===== src/rtl/fcd_pkg.sv =====
package fcd_pkg;

    // Bus word and key
    localparam int          WORD_W  = 32;
    localparam int          KEY_W   = 8;
    localparam int          KEY_LSB = 24;
    localparam logic [7:0]  WR_KEY  = 8'h5A;

    // Word select codes
    localparam logic        SEL_CTRL = 1'b0;
    localparam logic        SEL_DIV  = 1'b1;

    // Control word layout
    localparam int SRC_W    = 4;
    localparam int SRC_LSB  = 0;
    localparam int EN_BIT   = 4;
    localparam int KILL_BIT = 5;
    localparam int BUSY_BIT = 7;
    localparam int INV_BIT  = 8;
    localparam int MODE_W   = 2;
    localparam int MODE_LSB = 9;

    // Divisor word layout
    localparam int DIVF_W   = 12;
    localparam int DIVI_W   = 12;
    localparam int DIVF_LSB = 0;
    localparam int DIVI_LSB = DIVF_LSB + DIVF_W;

    localparam logic [MODE_W-1:0] MODE_FRAC1 = 2'd1;

    typedef struct packed {
        logic [MODE_W-1:0] mode;
        logic              inv;
        logic              kill;
        logic              en;
        logic [SRC_W-1:0]  src;
    } ctrl_t;

    typedef struct packed {
        ctrl_t             ctrl;
        logic [DIVI_W-1:0] divi;
        logic [DIVF_W-1:0] divf;
    } regs_t;

endpackage


===== src/rtl/fcd_regs.sv =====
module fcd_regs
    import fcd_pkg::*;
(
    input  logic              clk,
    input  logic              rst_n,
    input  logic              wr_en,
    input  logic              wr_sel,
    input  logic [WORD_W-1:0] wr_data,
    input  logic              rd_sel,
    input  logic              busy,
    output logic [WORD_W-1:0] rd_data,
    output ctrl_t             ctrl,
    output logic [DIVI_W-1:0] divi,
    output logic [DIVF_W-1:0] divf
);

    regs_t regs_d, regs_q;
    logic  key_ok;

    always_comb begin
        regs_d = regs_q;
        key_ok = (wr_data[KEY_LSB +: KEY_W] == WR_KEY);
        if (wr_en && key_ok) begin
            if (wr_sel == SEL_CTRL) begin
                // enable and kill are always writable
                regs_d.ctrl.en   = wr_data[EN_BIT];
                regs_d.ctrl.kill = wr_data[KILL_BIT];
                if (!busy) begin
                    regs_d.ctrl.src  = wr_data[SRC_LSB +: SRC_W];
                    regs_d.ctrl.inv  = wr_data[INV_BIT];
                    regs_d.ctrl.mode = wr_data[MODE_LSB +: MODE_W];
                end
            end else if (!busy) begin
                regs_d.divi = wr_data[DIVI_LSB +: DIVI_W];
                regs_d.divf = wr_data[DIVF_LSB +: DIVF_W];
            end
        end
    end

    always_ff @(posedge clk or negedge rst_n) begin
        if (!rst_n) regs_q <= '0;
        else        regs_q <= regs_d;
    end

    always_comb begin
        rd_data = '0;
        if (rd_sel == SEL_CTRL) begin
            rd_data[SRC_LSB +: SRC_W]   = regs_q.ctrl.src;
            rd_data[EN_BIT]             = regs_q.ctrl.en;
            rd_data[KILL_BIT]           = regs_q.ctrl.kill;
            rd_data[BUSY_BIT]           = busy;
            rd_data[INV_BIT]            = regs_q.ctrl.inv;
            rd_data[MODE_LSB +: MODE_W] = regs_q.ctrl.mode;
        end else begin
            rd_data[DIVF_LSB +: DIVF_W] = regs_q.divf;
            rd_data[DIVI_LSB +: DIVI_W] = regs_q.divi;
        end
    end

    assign ctrl = regs_q.ctrl;
    assign divi = regs_q.divi;
    assign divf = regs_q.divf;

    // a write without the key leaves both words untouched
    assert_key_guard_R1: assert property (@(posedge clk) disable iff (!rst_n)
        (wr_en && !key_ok) |=> $stable(regs_q));

    // the divisor cannot change while the generator is busy
    assert_div_locked_R9: assert property (@(posedge clk) disable iff (!rst_n)
        busy |=> ($stable(regs_q.divi) && $stable(regs_q.divf)));

    // source, invert and mode are locked while busy
    assert_cfg_locked_R9: assert property (@(posedge clk) disable iff (!rst_n)
        busy |=> ($stable(regs_q.ctrl.src) && $stable(regs_q.ctrl.mode)
                  && $stable(regs_q.ctrl.inv)));

endmodule


===== src/rtl/fcd_src_sel.sv =====
module fcd_src_sel #(
    parameter int NUM_SRC = 8,
    parameter int SEL_W   = 4
) (
    input  logic [NUM_SRC-1:0] src_tick,
    input  logic [SEL_W-1:0]   sel,
    output logic               tick,
    output logic               src_ok
);

    logic [NUM_SRC-1:0] match;

    // code 0 is the ground source: it never matches
    assign match[0] = 1'b0;

    for (genvar i = 1; i < NUM_SRC; i++) begin : g_src
        assign match[i] = (sel == SEL_W'(i));
    end

    assign src_ok = |match;
    assign tick   = |(match & src_tick);

endmodule


===== src/rtl/fcd_core.sv =====
module fcd_core #(
    parameter int INT_W  = 12,
    parameter int FRAC_W = 12
) (
    input  logic              clk,
    input  logic              rst_n,
    input  logic              tick,
    input  logic              src_ok,
    input  logic              en,
    input  logic              kill,
    input  logic              frac_mode,
    input  logic [INT_W-1:0]  divi,
    input  logic [FRAC_W-1:0] divf,
    output logic              busy,
    output logic              raw
);

    localparam int LEN_W = INT_W + 1;

    typedef struct packed {
        logic              busy;
        logic              raw;
        logic [LEN_W-1:0]  cnt;
        logic [LEN_W-1:0]  len;
        logic [FRAC_W-1:0] acc;
    } core_t;

    core_t             core_d, core_q;
    logic [LEN_W-1:0]  divi_eff;
    logic [FRAC_W-1:0] frac_in;
    logic [FRAC_W:0]   acc_sum;
    logic [LEN_W-1:0]  cnt_inc;
    logic              last_tick;

    always_comb begin
        divi_eff  = (divi < INT_W'(2)) ? LEN_W'(2) : LEN_W'(divi);
        frac_in   = frac_mode ? divf : '0;
        acc_sum   = {1'b0, core_q.acc} + {1'b0, frac_in};
        cnt_inc   = core_q.cnt + LEN_W'(1);
        last_tick = (core_q.cnt == core_q.len - LEN_W'(1));

        core_d = core_q;
        if (kill) begin
            core_d = '0;
        end else if (!core_q.busy) begin
            if (en && src_ok) begin
                core_d.busy = 1'b1;
                core_d.raw  = 1'b1;
                core_d.cnt  = '0;
                core_d.len  = divi_eff;
                core_d.acc  = frac_in;
            end
        end else if (tick) begin
            if (last_tick) begin
                if (en) begin
                    core_d.len = divi_eff + LEN_W'(acc_sum[FRAC_W]);
                    core_d.acc = acc_sum[FRAC_W-1:0];
                    core_d.cnt = '0;
                    core_d.raw = 1'b1;
                end else begin
                    core_d = '0;
                end
            end else begin
                core_d.cnt = cnt_inc;
                core_d.raw = (cnt_inc < (core_q.len >> 1));
            end
        end
    end

    always_ff @(posedge clk or negedge rst_n) begin
        if (!rst_n) core_q <= '0;
        else        core_q <= core_d;
    end

    assign busy = core_q.busy;
    assign raw  = core_q.raw;

    // busy only drops on a source tick or a kill
    assert_busy_holds_R6: assert property (@(posedge clk) disable iff (!rst_n)
        (core_q.busy && !kill && !tick) |=> core_q.busy);

    // an idle generator holds its clock low
    assert_idle_low_R6: assert property (@(posedge clk) disable iff (!rst_n)
        !core_q.busy |-> !core_q.raw);

    // kill stops the generator on the next edge
    assert_kill_stops_R7: assert property (@(posedge clk) disable iff (!rst_n)
        kill |=> (!core_q.busy && !core_q.raw));

    // a running period is never shorter than two ticks
    assert_len_min_R10: assert property (@(posedge clk) disable iff (!rst_n)
        core_q.busy |-> (core_q.len >= LEN_W'(2)));

    // the tick counter stays inside the current period
    assert_cnt_range_R4: assert property (@(posedge clk) disable iff (!rst_n)
        core_q.busy |-> (core_q.cnt < core_q.len));

endmodule


===== src/rtl/frac_clk_div.sv =====
module frac_clk_div
    import fcd_pkg::*;
#(
    parameter int NUM_SRC = 8
) (
    input  logic               clk,
    input  logic               rst_n,
    input  logic [NUM_SRC-1:0] src_tick,
    input  logic               wr_en,
    input  logic               wr_sel,
    input  logic [31:0]        wr_data,
    input  logic               rd_sel,
    output logic [31:0]        rd_data,
    output logic               clk_out
);

    ctrl_t             ctrl;
    logic [DIVI_W-1:0] divi;
    logic [DIVF_W-1:0] divf;
    logic              busy;
    logic              raw;
    logic              tick;
    logic              src_ok;

    fcd_regs u_regs (
        .clk     (clk),
        .rst_n   (rst_n),
        .wr_en   (wr_en),
        .wr_sel  (wr_sel),
        .wr_data (wr_data),
        .rd_sel  (rd_sel),
        .busy    (busy),
        .rd_data (rd_data),
        .ctrl    (ctrl),
        .divi    (divi),
        .divf    (divf)
    );

    fcd_src_sel #(
        .NUM_SRC (NUM_SRC),
        .SEL_W   (SRC_W)
    ) u_sel (
        .src_tick (src_tick),
        .sel      (ctrl.src),
        .tick     (tick),
        .src_ok   (src_ok)
    );

    fcd_core #(
        .INT_W  (DIVI_W),
        .FRAC_W (DIVF_W)
    ) u_core (
        .clk       (clk),
        .rst_n     (rst_n),
        .tick      (tick),
        .src_ok    (src_ok),
        .en        (ctrl.en),
        .kill      (ctrl.kill),
        .frac_mode (ctrl.mode == MODE_FRAC1),
        .divi      (divi),
        .divf      (divf),
        .busy      (busy),
        .raw       (raw)
    );

    assign clk_out = raw ^ ctrl.inv;

    // without a valid source an idle generator stays idle
    assert_no_start_R8: assert property (@(posedge clk) disable iff (!rst_n)
        (!busy && !src_ok) |=> !busy);

endmodule


===== config.mk =====
export PLATFORM = sky130hd
export DESIGN_NAME = frac_clk_div
export DESIGN_NICKNAME = d
export VERILOG_FILES = /design/src/rtl/fcd_pkg.sv /design/src/rtl/fcd_regs.sv /design/src/rtl/fcd_src_sel.sv /design/src/rtl/fcd_core.sv /design/src/rtl/frac_clk_div.sv
export SDC_FILE = /design/constraint.sdc
export NUM_CORES = 1
export LEC_CHECK = 0
export ABC_CLOCK_PERIOD_IN_PS = 4800
export BUFFER_PORTS_ARGS = -buffer_cell sky130_fd_sc_hd__buf_2
export CORE_MARGIN = 2
export CORE_UTILIZATION = 50
export DETAILED_ROUTE_END_ITERATION = 10
export PLACE_DENSITY_LB_ADDON = 0.2
export SYNTH_ARGS = -nofsm -noshare
export SYNTH_HDL_FRONTEND = slang
export SYNTH_SLANG_ARGS = --single-unit

===== constraint.sdc =====
create_clock -name clk -period 4.8 [get_ports clk]
set_clock_uncertainty 0.15 [all_clocks]
set_input_delay 0.24 -clock clk [delete_from_list [all_inputs] [get_ports clk]]
set_output_delay 0.24 -clock clk [all_outputs]
set_load 0.02 [all_outputs]

==> results.md <==
* IO Pins at 78
* Core area at 10200 um2
* CTS tree: built
* Setup crit end kind: register
* Clock slew at reported path FFs at 0.08 ns
* Mapped Area at 5180 um2
* Maximum VDD drop at 156 uV
* Endpoints failing hold at 0
* Crit-path max FO at 13
* Sequential fraction of the synthesis area at 35.3%
* Slew Limit Fails at 0
* Ys async rst share at 100%
* Yosys warnings at 0
* Vias in the first global route at 4232
* DRT antenna net count at 0
* Area of the multi-input gates at 3130 um2
* Setup TNS at 0 ns
* Worst Hold Class: in -> reg
* CTS Root Cell: clkbuf_8
* Clk buf depth at 2
* Initial antenna violation count at 0
* Largest net degree at the start of global routing at 41
* Fmax at 230 MHz
* Syn Area/Cell at 9.33 um2
* EDFF count, synth at 0
* Post-synthesis register bit count at 73
* Worst slew pin tran at 1.10 ns
* Largest family of logic cells by synthesized area: simple AND/OR/NAND/NOR gates
* XOR/XNOR share of the synthesized area at 6.59%
* Cell Pwr Density at 219 nW/um2
* Post-synthesis cell count at 555
* # setup viols final at 0
* Wirelength per Cell at 16.2 um
* Die Area at 11200 um2
* Gr usage total at 23.6%
* Slowest cell on crit path: dfrtp_1
* Rel. slew slack at 26.3%
* Yosys top cell by area: dfrtp_1
* Initial drt markers at 342
* Unrepaired setup endpoints after global routing: false
* Top_reg_cell synth: dfrtp_1
* NumNets Final at 706
* Synth area leaders: dfrtp_1, mux2_2, ha_1
* Post-CTS repair timing setup buffer count at 0
* Number of max-cap violations at 0
* Drt via density at 5.70
* Arrival time worst endpoint at 4.48 ns
* Detailed placement HPWL at 9120 um
* Synth Area in Adders at 6.67%
* Share of the synthesized area in the top cell type at 35.3%
* Area growth syn-to-layout at 16.3%
* Clock Latency Late Sink at 0.37 ns
* Initial Utilization at 50.9%
* Placed instance count at 734
* Leak pwr at 2.86 nW
* Buffers added on ports at 68
* Worst path cell trace: nor2b_1 -> buf_4 -> and2_1 -> ha_1 -> inv_1 -> fa_1 -> nand2b_1 -> a21oi_1 -> o221ai_1 -> a21oi_1 -> a2111oi_1 -> nor2b_1 -> o21ai_0 -> nand2b_1 -> ha_1 -> and3_1 -> nand2_1 -> nor2_1 -> nor4b_1 -> a21oi_1 -> o31ai_1
* Die X at 106 um
* Sequential Area at 1830 um2
* First-pass GRT wire length at 21100 um
* Fin Hold WS at 0.117 ns
* Num rows at 37
* Simple-Gate Fraction of Synth Area at 19.8%
* Final period utilization at 90.7%
* Mux cell area share after synthesis at 10.7%
* Compound-Gate Fraction of Synth Area at 15.9%
* Htree depth at 3
* Status: completed
* Fill cells at 892
* Yosys cell types at 60
* Die H at 106 um
* Grt total ovfl at 0
* Vias after detailed routing at 4420
* Layout cell share with drive strength beyond 1 at 21.6%
* Num CTS Buffers at 9
* CP most frequent cell: a21oi_1
* Sink Count at 73
* Critical Path Source Type: register
* Critical Path Max Stage Delay at 0.42 ns
* Gpl congestion at 0.886
* Final WL at 12500 um
* Finished Layout Cells at 775
* DRC at 0
* Tmin final at 4.35 ns
* ANT cells at 0
* Initial DRT Pass Iterations at 6
* Required time worst endpoint at 4.93 ns
* Worst Setup Path Type: reg -> reg
where the power goes:
part,internal (mW),leakage [nW],switching (mW),total [mW]
clock network,0.204,0.0822,0.257,0.461
registers,0.625,1.01,0.0282,0.653
logic,0.0720,1.77,0.135,0.207
final timing paths:
check,startpoint,endpoint,slack (ns),cells past startpoint
worst max-delay path,u_regs.ctrl[8]$_DFFE_PN0P_,u_core.core_q[23]$_DFFE_PN0P_,0.45,21
worst min-delay path,wr_sel,u_regs.ctrl[5]$_DFFE_PN0P_,0.12,3
worst max register to register,u_regs.ctrl[8]$_DFFE_PN0P_,u_core.core_q[23]$_DFFE_PN0P_,0.45,21
worst min register to register,u_core.core_q[10]$_DFFE_PN0P_,u_core.core_q[10]$_DFFE_PN0P_,0.34,2
max in group asynchronous,rst_n,u_regs.divi[0]$_DFFE_PN0P_,3.15,3
min in group asynchronous,rst_n,u_core.core_q[3]$_DFFE_PN0P_,0.34,2
worst max-delay path, delay by kind of cell, from the launching register on:
kind	cells	cell delay, ns
compound gates	7	1.14
fa+ha+maj	3	0.74
buf+inv	2	0.25
flops	1	0.42
simple gates	9	1.56
synth_stat cells (all sizes together) (9+ instances only):
library cell	n
a21o	12
a21oi	23
and2	27
buf	17
clkbuf	22
dfrtp	73
ha	26
inv	18
mux2	40
nand2	48
nand3	15
nor2	34
nor3	15
nor3b	9
o21ai	23
o31ai	22
xnor2	22
xor2	17
state kept, by name, summed over array words and instances (netlist names):
| name | count |
|---|---|
| u_regs.divf | 12 |
| u_regs.ctrl | 9 |
| u_core.busy | 1 |
| u_core.raw | 1 |
| u_regs.divi | 12 |
| u_core.core_q | 38 |
layer usage:
metal,vias up,track usage [%],wire (um)
met2,138,36.9,5790
met4,0,8.27,214
met5,-,0,0
met1,2124,32.4,5880
met3,16,5.01,641
li1,2142,-,-
cell type report:
| class | count | area share, % |
|---|---|---|
| Multi-Input combinational cell | 432 | 52.0 |
| Timing Repair Buffer | 100 | 10.7 |
| Inverter | 18 | 1.12 |
| Sequential cell | 73 | 30.3 |
| Clock buffer | 11 | 2.35 |
| Tap cell | 136 | 2.83 |
| Clock inverter | 5 | 0.665 |
kinds of logic (layout without fill, tap and decap cells):
| kind of cell | Yosys count | after routing |
|---|---|---|
| and+or+nand+nor | 193 | 193 |
| AOI/OAI and AO/OA | 116 | 116 |
| DFF | 73 | 73 |
| buffers and inverters | 57 | 134 |
| muxes | 49 | 49 |
| xor gates and xnor gates | 39 | 39 |
| adders and majority gates | 27 | 27 |
| other | 1 | 8 |
timing repair:
item	CTS	global route
gates resized for setup	0	1
hold endpoints to repair	66	0
hold buffers	25	0
setup endpoints to repair	0	7
metrics by stage:
stage | instance area, um2 | utilization (%) | total power, mW | worst slack [ns]
after detailed placement | 5590 | 54.9 | 0.856 | 0.355
final | 6020 | 59.1 | 1.32 | 0.446
after global placement | 5590 | 54.9 | 0.853 | 0.539
after CTS | 6020 | 59.1 | 1.33 | 0.334
after floorplan | 5210 | - | 0.785 | 0.984
after global routing | 6020 | 59.1 | 1.38 | 0.000556
layout by cell type, fill, tap and decap left out, types with 23 or more instances in the layout:
cell,n
a21oi_1,23
and2_1,26
buf_2,68
dfrtp_1,73
dlygate4sd3_1,25
ha_1,26
mux2_2,40
nand2_1,48
nor2_1,34
Power figures use the tool's default switching activity.
